<file path="src/rtl/nport_pkg.sv">
package nport_pkg;

  localparam logic [2:0] OP_WRITE = 3'b000;
  localparam logic [2:0] OP_READ  = 3'b001;

  typedef enum logic [1:0] {
    CK_WRITE,
    CK_READ,
    CK_OTHER
  } cmd_kind_e;

  function automatic cmd_kind_e classify(input logic [2:0] op);
    if (op == OP_WRITE)     return CK_WRITE;
    else if (op == OP_READ) return CK_READ;
    else                    return CK_OTHER;
  endfunction

endpackage

</file>
<file path="src/rtl/nport_fifo.sv">
module nport_fifo #(
  parameter int W     = 8,
  parameter int DEPTH = 2,
  localparam int PW   = $clog2(DEPTH),
  localparam int CW   = $clog2(DEPTH + 1)
) (
  input  logic          clk,
  input  logic          rst_n,
  input  logic          push,
  input  logic [W-1:0]  push_data,
  input  logic          pop,
  output logic [W-1:0]  head,
  output logic          empty,
  output logic          full,
  output logic [CW-1:0] count
);

  logic [W-1:0]  store [DEPTH];
  logic [PW-1:0] wr_ptr, rd_ptr;

  function automatic logic [PW-1:0] bump(input logic [PW-1:0] p);
    return (p == PW'(DEPTH - 1)) ? '0 : p + 1'b1;
  endfunction

  always_ff @(posedge clk) begin
    if (!rst_n) begin
      wr_ptr <= '0;
      rd_ptr <= '0;
      count  <= '0;
    end else begin
      if (push) begin
        store[wr_ptr] <= push_data;
        wr_ptr        <= bump(wr_ptr);
      end
      if (pop) rd_ptr <= bump(rd_ptr);
      case ({push, pop})
        2'b10:   count <= count + 1'b1;
        2'b01:   count <= count - 1'b1;
        default: count <= count;
      endcase
    end
  end

  assign head  = store[rd_ptr];
  assign empty = (count == '0);
  assign full  = (count == CW'(DEPTH));

  // the producer never pushes into a full queue.
  p_no_overflow_r6: assert property (@(posedge clk) disable iff (!rst_n)
    push |-> !full);

  // pairing pops only queues that hold an entry.
  p_no_underflow_r7: assert property (@(posedge clk) disable iff (!rst_n)
    pop |-> !empty);

endmodule

</file>
<file path="src/rtl/nport_rd_pipe.sv">
module nport_rd_pipe #(
  parameter int W   = 64,
  parameter int LAT = 6,
  localparam int NW = $clog2(LAT + 1)
) (
  input  logic          clk,
  input  logic          rst_n,
  input  logic          load,
  input  logic [W-1:0]  load_data,
  output logic          rd_valid,
  output logic          rd_last,
  output logic [W-1:0]  rd_data,
  output logic [NW-1:0] inflight
);

  logic [LAT-1:0] vld;
  logic [W-1:0]   dat [LAT];

  if (LAT == 1) begin : g_single
    always_ff @(posedge clk) begin
      if (!rst_n) vld <= '0;
      else        vld <= load;
    end
  end else begin : g_chain
    always_ff @(posedge clk) begin
      if (!rst_n) vld <= '0;
      else        vld <= {vld[LAT-2:0], load};
    end
  end

  always_ff @(posedge clk) begin
    if (!rst_n) begin
      for (int i = 0; i < LAT; i++) dat[i] <= '0;
    end else begin
      dat[0] <= load_data;
      for (int i = 1; i < LAT; i++) dat[i] <= dat[i-1];
    end
  end

  always_comb begin
    inflight = '0;
    for (int i = 0; i < LAT; i++) inflight = inflight + NW'(vld[i]);
  end

  assign rd_valid = vld[LAT-1];
  assign rd_data  = dat[LAT-1];
  assign rd_last  = vld[LAT-1];

  // at most one read enters the pipe per cycle.
  p_one_load_per_cycle_r9: assert property (@(posedge clk) disable iff (!rst_n)
    inflight <= $past(inflight) + 1'b1);

endmodule

</file>
<file path="src/rtl/nport_maint.sv">
module nport_maint #(
  parameter int DLY = 4,
  localparam int CW = $clog2(DLY + 1)
) (
  input  logic clk,
  input  logic rst_n,
  input  logic req,
  output logic ack,
  output logic busy
);

  logic [CW-1:0] cnt;

  always_ff @(posedge clk) begin
    if (!rst_n)               cnt <= '0;
    else if (cnt != '0)       cnt <= cnt - 1'b1;
    else if (req)             cnt <= CW'(DLY);
  end

  assign ack  = (cnt == CW'(1));
  assign busy = (cnt != '0);

  // the acknowledge lasts a single cycle.
  p_ack_single_r12: assert property (@(posedge clk) disable iff (!rst_n)
    ack |=> !ack);

  // the engine only becomes busy in response to a request.
  p_busy_from_req_r12: assert property (@(posedge clk) disable iff (!rst_n)
    $rose(busy) |-> $past(req));

endmodule

</file>
<file path="src/rtl/nport_mem_responder.sv">
module nport_mem_responder
  import nport_pkg::*;
#(
  parameter int DATA_W      = 64,
  parameter int ADDR_W      = 5,
  parameter int ADDR_LSB    = 3,
  parameter int WDQ_DEPTH   = 2,
  parameter int WCQ_DEPTH   = 2,
  parameter int SLOTS       = 3,
  parameter int RD_LAT      = 6,
  parameter int RDQ_CAP     = 2,
  parameter int INIT_CYCLES = 8,
  parameter int PERIOD      = 40,
  parameter int MAINT_DLY   = 4,
  localparam int MASK_W     = DATA_W / 8,
  localparam int CADDR_W    = ADDR_W + ADDR_LSB
) (
  input  logic               clk,
  input  logic               rst_n,
  output logic               init_done,
  input  logic               cmd_valid,
  output logic               cmd_ready,
  input  logic [2:0]         cmd_op,
  input  logic [CADDR_W-1:0] cmd_addr,
  input  logic               wd_valid,
  output logic               wd_ready,
  input  logic [DATA_W-1:0]  wd_data,
  input  logic [MASK_W-1:0]  wd_mask,
  output logic               rd_valid,
  output logic               rd_last,
  output logic [DATA_W-1:0]  rd_data,
  input  logic               ref_req,
  output logic               ref_ack,
  input  logic               zq_req,
  output logic               zq_ack
);

  localparam int DEPTH  = 1 << ADDR_W;
  localparam int INIT_W = $clog2(INIT_CYCLES + 1);
  localparam int PER_W  = $clog2(PERIOD);
  localparam int INF_W  = $clog2(RD_LAT + 1);
  localparam int WCQ_CW = $clog2(WCQ_DEPTH + 1);
  localparam int WDQ_CW = $clog2(WDQ_DEPTH + 1);
  localparam int SUM_W  = $clog2(WCQ_DEPTH + RD_LAT + SLOTS + 1);
  localparam int BEAT_W = DATA_W + MASK_W;

  // ---------------- initialization ----------------
  logic [INIT_W-1:0] init_cnt;

  always_ff @(posedge clk) begin
    if (!rst_n)                               init_cnt <= '0;
    else if (init_cnt != INIT_W'(INIT_CYCLES)) init_cnt <= init_cnt + 1'b1;
  end

  assign init_done = (init_cnt == INIT_W'(INIT_CYCLES));

  // ---------------- periodic internal read slot ----------------
  logic [PER_W-1:0] per_cnt;
  logic             per_slot;

  always_ff @(posedge clk) begin
    if (!rst_n)                              per_cnt <= '0;
    else if (per_cnt == PER_W'(PERIOD - 1))  per_cnt <= '0;
    else                                     per_cnt <= per_cnt + 1'b1;
  end

  assign per_slot = (per_cnt == PER_W'(PERIOD - 1));

  // ---------------- refresh / ZQ engines ----------------
  logic [1:0] mreq, mack, mbusy;
  logic       maint_busy;

  assign mreq = {zq_req, ref_req};

  for (genvar g = 0; g < 2; g++) begin : g_maint
    nport_maint #(.DLY(MAINT_DLY)) u_maint (
      .clk  (clk),
      .rst_n(rst_n),
      .req  (mreq[g]),
      .ack  (mack[g]),
      .busy (mbusy[g])
    );
  end

  assign ref_ack    = mack[0];
  assign zq_ack     = mack[1];
  assign maint_busy = |mbusy;

  // ---------------- command decode ----------------
  cmd_kind_e         kind;
  logic [ADDR_W-1:0] cmd_word;
  logic              addr_lsb_unused;
  logic              cmd_fire;

  assign kind            = classify(cmd_op);
  assign cmd_word        = cmd_addr[CADDR_W-1:ADDR_LSB];
  assign addr_lsb_unused = ^cmd_addr;
  assign cmd_fire        = cmd_valid & cmd_ready;

  // ---------------- write beat queue and write command queue ----------------
  logic [BEAT_W-1:0] wdq_head;
  logic              wdq_empty, wdq_full;
  logic [WDQ_CW-1:0] wdq_cnt;
  logic [ADDR_W-1:0] wcq_head;
  logic              wcq_empty, wcq_full;
  logic [WCQ_CW-1:0] wcq_cnt;
  logic              commit;

  assign wd_ready = init_done & ~wdq_full;
  assign commit   = ~wdq_empty & ~wcq_empty;

  nport_fifo #(.W(BEAT_W), .DEPTH(WDQ_DEPTH)) u_wdq (
    .clk      (clk),
    .rst_n    (rst_n),
    .push     (wd_valid & wd_ready),
    .push_data({wd_mask, wd_data}),
    .pop      (commit),
    .head     (wdq_head),
    .empty    (wdq_empty),
    .full     (wdq_full),
    .count    (wdq_cnt)
  );

  nport_fifo #(.W(ADDR_W), .DEPTH(WCQ_DEPTH)) u_wcq (
    .clk      (clk),
    .rst_n    (rst_n),
    .push     (cmd_fire && kind == CK_WRITE),
    .push_data(cmd_word),
    .pop      (commit),
    .head     (wcq_head),
    .empty    (wcq_empty),
    .full     (wcq_full),
    .count    (wcq_cnt)
  );

  // ---------------- storage ----------------
  logic [DATA_W-1:0] mem [DEPTH];
  logic [DATA_W-1:0] beat_data;
  logic [MASK_W-1:0] beat_mask;

  assign {beat_mask, beat_data} = wdq_head;

  always_ff @(posedge clk) begin
    if (!rst_n) begin
      for (int i = 0; i < DEPTH; i++) mem[i] <= '0;
    end else if (commit) begin
      for (int b = 0; b < MASK_W; b++) begin
        if (!beat_mask[b]) mem[wcq_head][b*8 +: 8] <= beat_data[b*8 +: 8];
      end
    end
  end

  // ---------------- read return pipe ----------------
  logic [INF_W-1:0] rd_inflight;

  nport_rd_pipe #(.W(DATA_W), .LAT(RD_LAT)) u_rd_pipe (
    .clk      (clk),
    .rst_n    (rst_n),
    .load     (cmd_fire && kind == CK_READ),
    .load_data(mem[cmd_word]),
    .rd_valid (rd_valid),
    .rd_last  (rd_last),
    .rd_data  (rd_data),
    .inflight (rd_inflight)
  );

  // ---------------- ready arbitration ----------------
  logic [SUM_W-1:0] occupied;
  logic             slots_full, rd_full, base_ok;

  assign occupied   = SUM_W'(wcq_cnt) + SUM_W'(rd_inflight);
  assign slots_full = (occupied >= SUM_W'(SLOTS));
  assign rd_full    = (rd_inflight >= INF_W'(RDQ_CAP));
  assign base_ok    = init_done & ~per_slot & ~maint_busy & ~slots_full;

  always_comb begin
    unique case (kind)
      CK_READ:  cmd_ready = base_ok & ~rd_full & wcq_empty;
      CK_WRITE: cmd_ready = base_ok & ~wcq_full;
      default:  cmd_ready = base_ok;
    endcase
  end

  // ---------------- assertions ----------------
  p_init_gate_r1: assert property (@(posedge clk) disable iff (!rst_n)
    cmd_fire |-> init_done);

  p_slots_r2: assert property (@(posedge clk) disable iff (!rst_n)
    (SUM_W'(wcq_cnt) + SUM_W'(rd_inflight) >= SUM_W'(SLOTS)) |-> !cmd_ready);

  p_rd_cap_r3: assert property (@(posedge clk) disable iff (!rst_n)
    rd_inflight <= INF_W'(RDQ_CAP));

  p_wdq_bound_r6: assert property (@(posedge clk) disable iff (!rst_n)
    wdq_cnt <= WDQ_CW'(WDQ_DEPTH));

  p_periodic_r5: assert property (@(posedge clk) disable iff (!rst_n)
    (per_cnt == PER_W'(PERIOD - 1)) |-> !cmd_ready);

  p_read_after_write_r10: assert property (@(posedge clk) disable iff (!rst_n)
    (cmd_fire && cmd_op == OP_READ) |-> (wcq_cnt == '0));

  p_maint_block_r12: assert property (@(posedge clk) disable iff (!rst_n)
    (mbusy != 2'b00) |-> !cmd_ready);

endmodule

</file>
<file path="config.mk">
export PLATFORM = sky130hd
export DESIGN_NAME = nport_mem_responder
export DESIGN_NICKNAME = d
export VERILOG_FILES = /design/src/rtl/nport_pkg.sv /design/src/rtl/nport_fifo.sv /design/src/rtl/nport_rd_pipe.sv /design/src/rtl/nport_maint.sv /design/src/rtl/nport_mem_responder.sv
export SDC_FILE = /design/constraint.sdc
export NUM_CORES = 2
export LEC_CHECK = 0
export ABC_AREA = 1
export BUFFER_PORTS_ARGS = -buffer_cell sky130_fd_sc_hd__buf_2
export CAP_MARGIN = 10
export CORE_UTILIZATION = 45
export DETAILED_ROUTE_END_ITERATION = 8
export HOLD_SLACK_MARGIN = 0.1
export PLACE_DENSITY = 0.56
export SETUP_SLACK_MARGIN = 0.1
export SLEW_MARGIN = 20
export SYNTH_ARGS = -nofsm -noshare
export SYNTH_HDL_FRONTEND = slang
export SYNTH_HIERARCHICAL = 1
export SYNTH_SLANG_ARGS = --single-unit
</file>
<file path="constraint.sdc">
create_clock -name clk -period 19.44 [get_ports clk]
set_input_delay 3.888 -clock clk [delete_from_list [all_inputs] [get_ports clk]]
set_output_delay 3.888 -clock clk [all_outputs]
set_load 0.05 [all_outputs]
</file>
# Word level (Yosys, flattened, before mapping)
# Memories as Yosys holds them, arrays and structs flattened. A register that Yosys moved wholly into a read port is not among the register bits.
# Cells that the tools add are included.
[word_totals]
latchBits = 0
output_inout_bits = 71
word_cells = 154
rom_bits = 0
mem_bits_rw = 2586
n_memories = 4
input_bits = 89
reg_bits = 30
[op_classes]
bitwise = 25
shift = 0
order_cmp = 2
n_reduce_logical = 15
div_mod_pow = 0
mux = 66
eq_ne = 13
mul = 0
addsub = 18
[memory_table]
columns = ["name", "words", "word_bits", "rd", "rd_clocked_by_memory_dff", "wr", "line", "rtl"]
rows = [
  ["mem", 32, 64, 1, 0, 32, "nport_mem_responder.sv:137", "logic [DATA_W-1:0] mem [DEPTH];"],
  ["u_rd_pipe.dat", 6, 64, 6, 0, 6, "nport_rd_pipe.sv:17", "logic [W-1:0] dat [LAT];"],
  ["u_wdq.store", 2, 72, 1, 1, 1, "nport_fifo.sv:18", "logic [W-1:0] store [DEPTH];"],
  ["u_wcq.store", 2, 5, 1, 1, 1, "nport_fifo.sv:18", ""],
]
[op_table]
columns = ["operator", "n"]
rows = [
  ["$mux W64", 7],
  ["$reduce_or A64 Y1", 1],
  ["$mux W1", 48],
  ["$add A3 B1 Y3", 4],
  ["$mux W3", 4],
  ["$and A1 B1 Y1", 10],
  ["$eq A3 B1 Y1 const B", 3],
  ["$not A1 Y1", 9],
  ["$eq A2 B2 Y1 const B", 4],
  ["$mux W8", 1],
  ["$pmux W2 S2", 2],
  ["$reduce_bool A2 Y1", 4],
  ["$add A6 B1 Y6 const B", 1],
  ["$eq A2 B1 Y1 const B", 3],
  ["$eq A6 B6 Y1 const B", 1],
  ["$logic_not A2 Y1", 3],
  ["$or A1 B1 Y1", 6],
  ["$reduce_bool A3 Y1", 2],
  ["$sub A3 B1 Y3 const B", 2],
  ["$mux W5", 1],
  ["$add A1 B1 Y1 const B", 4],
  ["$add A2 B1 Y2 const B", 2],
  ["$add A2 B3 Y4", 1],
  ["$add A4 B1 Y4 const B", 1],
  ["11 further kinds", 15],
]

# Logic depth before layout (Yosys ltp)
[depth]
ltp_word = 17
depth_mapped = 20

# By module
# Netlist, hierarchy kept.
[modules_own_cells]
columns = ["mod", "area_each_um2", "instances", "seq_area_each_um2", "cells_per_inst"]
rows = [
  ["nport_mem_responder", 93657.3, 1, 61699.2, 9600],
  ["nport_rd_pipe", 11557.3, 1, 7807.5, 1287],
  ["nport_fifo at u_wdq", 5779.3, 1, 4424.2, 258],
  ["nport_fifo at u_wcq", 586.8, 1, 400.4, 49],
  ["nport_maint", 138.9, 2, 60.1, 19],
]

# Worst setup path before layout
# OpenSTA, ideal clock, no wires.
[synth_path]
kind = "input -> register"
start = "input port wd_valid"
end = "memory u_wdq/store[1][0] (netlist bit) (enable)"
cell_stages = 3
path_buffers = 0
path_slack_ns = 9.705
required_time_ns = 18.849
setup_ns = 0.591
arrival_time_ns = 9.144
cell_sequence = "nor3b_1 inv_1 nor3_1"
[synth_via]
elab_chain_cells = 4
[synth_lines]
columns = ["item", "line", "rtl"]
rows = [
  ["start, declared", "nport_mem_responder.sv:25", "input logic wd_valid,"],
  ["$and A1 B1 Y1", "nport_mem_responder.sv:115", ".push (wd_valid & wd_ready),"],
  ["$mux W1", "nport_fifo.sv:31", "if (push) begin"],
  ["$mux W1", "nport_fifo.sv:26", "if (!rst_n) begin"],
  ["$mux W1 (implied by the code)", "nport_fifo.sv:32", "store[wr_ptr] <= push_data;"],
  ["end, declared", "nport_fifo.sv:18", ""],
]
# No other way between the ends.

# Worst setup path after layout
[layout_path]
start = "input port cmd_op[0]"
end = "output port cmd_ready"
[layout_via]
elab_chain_cells = 5
word_cells_on_any_way = 7
[layout_lines]
columns = ["item", "line", "rtl"]
rows = [
  ["start, declared", "nport_mem_responder.sv:23", "input logic [2:0] cmd_op,"],
  ["$eq A3 B1 Y1", "nport_pkg.sv:14", "else if (op == OP_READ) return CK_READ;"],
  ["$mux W2", "nport_pkg.sv:14", ""],
  ["$mux W2 (*)", "nport_pkg.sv:13", "if (op == OP_WRITE) return CK_WRITE;"],
  ["$eq A2 B1 Y1 or $logic_not A2 Y1 (tied branches)", "nport_mem_responder.sv:177", "unique case (kind)"],
  ["$pmux W1 S2 (*)", "nport_mem_responder.sv:177", ""],
  ["end, declared", "nport_mem_responder.sv:22", "output logic cmd_ready,"],
]
# Every way passes the cells marked *; elsewhere a longest branch is shown, timed or not.

==> metrics.txt <==
status completed; area leader, netlist edfxtp_1; antenna violations before repair 8; first-pass GRT wire length 463000 um; power per cell area 99.2 nW/um^2; largest net degree at the start of global routing 228; Synth Area per Inst 9.96 um^2; setup bufs post-CTS 0; Final TNS setup 0 ns; ys flop type edfxtp_1; RR Endpoint u_wcq/store[1][2]; final setup vio count 0; Synth cell types 30; R2R cell count 13; CP Cell Sequence buf_2, inv_1, nor2_1, nand3_1, nand2_1, nand3_1, nor2_1, buf_2; DRC viols 0; Synth Instances 11232; sequential share of the synthesized area 66.6%; Worst setup SP type primary input; Worst Setup EP cmd_ready; max_cap viols 0; critical path peak fanout 3; I/O Buffers 156; CTS tree built; CORE AREA 247000 um^2; Avg Vias per Cell 5.34; minimum clock period after layout 8.68 ns; worst path bufs/invs 3; Yosys top cell area share 59.1%; worst-skew pair later-pin latency 0.94 ns; Critical Path AT 4.79 ns; worst-margin pin slew 1.14 ns; Synth async-reset ratio 0%; H-tree depth 5; CP startpoint cmd_op[0]; I/O pin count 160; reg-to-reg critical path startpoint u_rd_pipe/vld[5]; crit-path leading delay family buffers and inverters; GR Overflow Total 0; Largest stage delay, worst path 0.29 ns; Post-synth EDFFs 2202; fmax 115 MHz; FP Rows 182; hold_sp u_rd_pipe/dat[0][304]; vias in the first global route 74382; count leader, synth nand2_1; share of post-route cells with drive strength above 1 9.78%; hpwl dp 188000 um; CTS clk-pin slew, worst paths 0.06 ns; post-placement cell area 114000 um^2; Via Count 77746; die area 251000 um^2; Initial Util 45.4%; post-cts resize count 0; Worst Setup End Kind primary output; Sink Count 2618; worst-path cell with the longest stage delay buf_2; Clock Path Buffers 4; Leak Pwr 0.0512 uW; die width 501 um; FF-to-FF setup slack 14.51 ns; Clk Tree Root Cell clkbuf_16; #FFs+latches synth 2618; Iter 0 DRT Violations 7778; Layout Nets 11123; HP Class register to register; synth cell count leaders 2942 x nand2_1, 2202 x edfxtp_1, 2083 x nor2_1; Hold Fails Final Rpt 0; worst-case vdd ir drop 103 uV; Slew Viols, Final 0; hold_buf cts 0; overall power 12200 uW; required time worst endpoint 15.55 ns; WL per Instance 21.4 um; Detail Route Antenna Nets 0; first-pass iteration count of the detailed router 9; Worst path depth 8; critical path class primary input to primary output; Die Height 501 um; gpl congestion 0.840; mapped cell area 112000 um^2; top cells by area, synth edfxtp_1 59%, nand2_1 9.9%, nand3_1 8.3%; max-slew headroom at the worst pin 23.2%; WL final 311000 um; crit share post-route 44.6%; layout overhead on the synthesized area 10.3%; RSZ-0062 raised after global routing no; Global Route Usage Sum 24.6%; syn_nets 11333; clock skew 0.0589 ns; CTS buffer count 300; fin area 123000 um^2; Yosys warning total 6
-- sequential cells by signal, indices dropped and copies added (netlist names), 2 cells and up, named ones only --
signal	count
u_wdq/store	144
u_rd_pipe/dat	384
u_rd_pipe/vld	6
u_wcq/count	2
mem	2048
per_cnt	6
g_maint.u_maint/cnt	6
u_wdq/count	2
u_wcq/store	10
init_cnt	4
-- final cells by class --
class / count / area [um^2]
diodes: 3 / 7.51
flip-flops and latches: 2618 / 74500
clock buffers: 417 / 8400
fillers: 22637 / 123000
multi-input cells: 7315 / 31700
well taps: 3312 / 4140
repair buffers: 287 / 1990
clock inverters: 103 / 731
inverters: 500 / 1900
-- cells by family after synthesis --
kind of cell / Yosys count / synth area share (%)
AO/OA/AOI/OAI: 17 / 0.0839
flip-flops: 2618 / 66.6
adder cells (fa/ha/maj): 12 / 0.161
AND/OR/NAND/NOR: 7205 / 27.0
XOR/XNOR: 4 / 0.0313
buffers and inverters: 1299 / 5.18
multiplexers: 77 / 1.01
-- how the worst min path moves through the flow --
stage | end | cells after the start | slack, ns
after global routing | u_rd_pipe/dat[0][369] | 2 | 0.42
final | u_rd_pipe/dat[0][368] | 2 | 0.40
after floorplan | u_rd_pipe/dat[0][100] | 2 | 0.39
after detailed placement | u_rd_pipe/dat[0][263] | 2 | 0.39
after CTS | u_rd_pipe/dat[0][259] | 2 | 0.40
after global placement | u_rd_pipe/dat[0][351] | 2 | 0.40
-- layer usage --
metal | track usage, % | routed length [um] | up-vias
met1 | 34.6 | 135000 | 37645
met3 | 3.82 | 23900 | 508
met4 | 8.22 | 10100 | 6
met2 | 38.9 | 142000 | 2951
li1 | - | - | 36636
met5 | 0 | 256 | -
-- placed cells by master (no fill, tap or decap), types with 5 or more instances in the layout --
cell          n
edfxtp_1   2202
inv_1       435
nand2_1    2942
mux2_2        7
inv_2        30
nor2_1     2082
clkbuf_1     86
bufinv_16     9
buf_2       150
a21oi_1       8
nor2_4       15
nand4_1       5
nor3_1        6
o21ai_0       6
nand2_2     259
mux2_4       70
inv_6         5
nor3b_1       5
clkinv_1     73
ha_1          8
nand3_1    1858
buf_4       119
dfxtp_1     415
clkbuf_16   313
clkinv_2     41
buf_16        5
nor2_2       30
buf_12        5
clkbuf_8     18
-- tightest hold or removal path, delay by kind of cell, from the launching register on --
| family | cells | cell delay (ns) |
|---|---|---|
| buf+inv | 1 | 0.04 |
| simple gates | 1 | 0.05 |
| flops | 1 | 0.30 |
-- per-stage QoR --
step	instances	hold slack, ns	setup slack (ns)	utilization (%)
detailed placement	14030	0.395	10.34	46.3
floorplan	11232	0.390	9.71	-
CTS	14550	0.398	10.77	50.0
global route	14554	0.418	10.69	50.0
global placement	14027	0.396	10.41	46.2
finish	14555	0.399	10.76	50.0
-- power breakdown --
part	leakage [uW]	switching, uW	total (uW)	internal, uW
Sequential	0.0259	53.2	6290	6240
Combinational	0.0208	463	618	155
Clock	0.00448	2200	5330	3120
Total	0.0512	2720	12200	9520
Power figures use the tool's default switching activity.
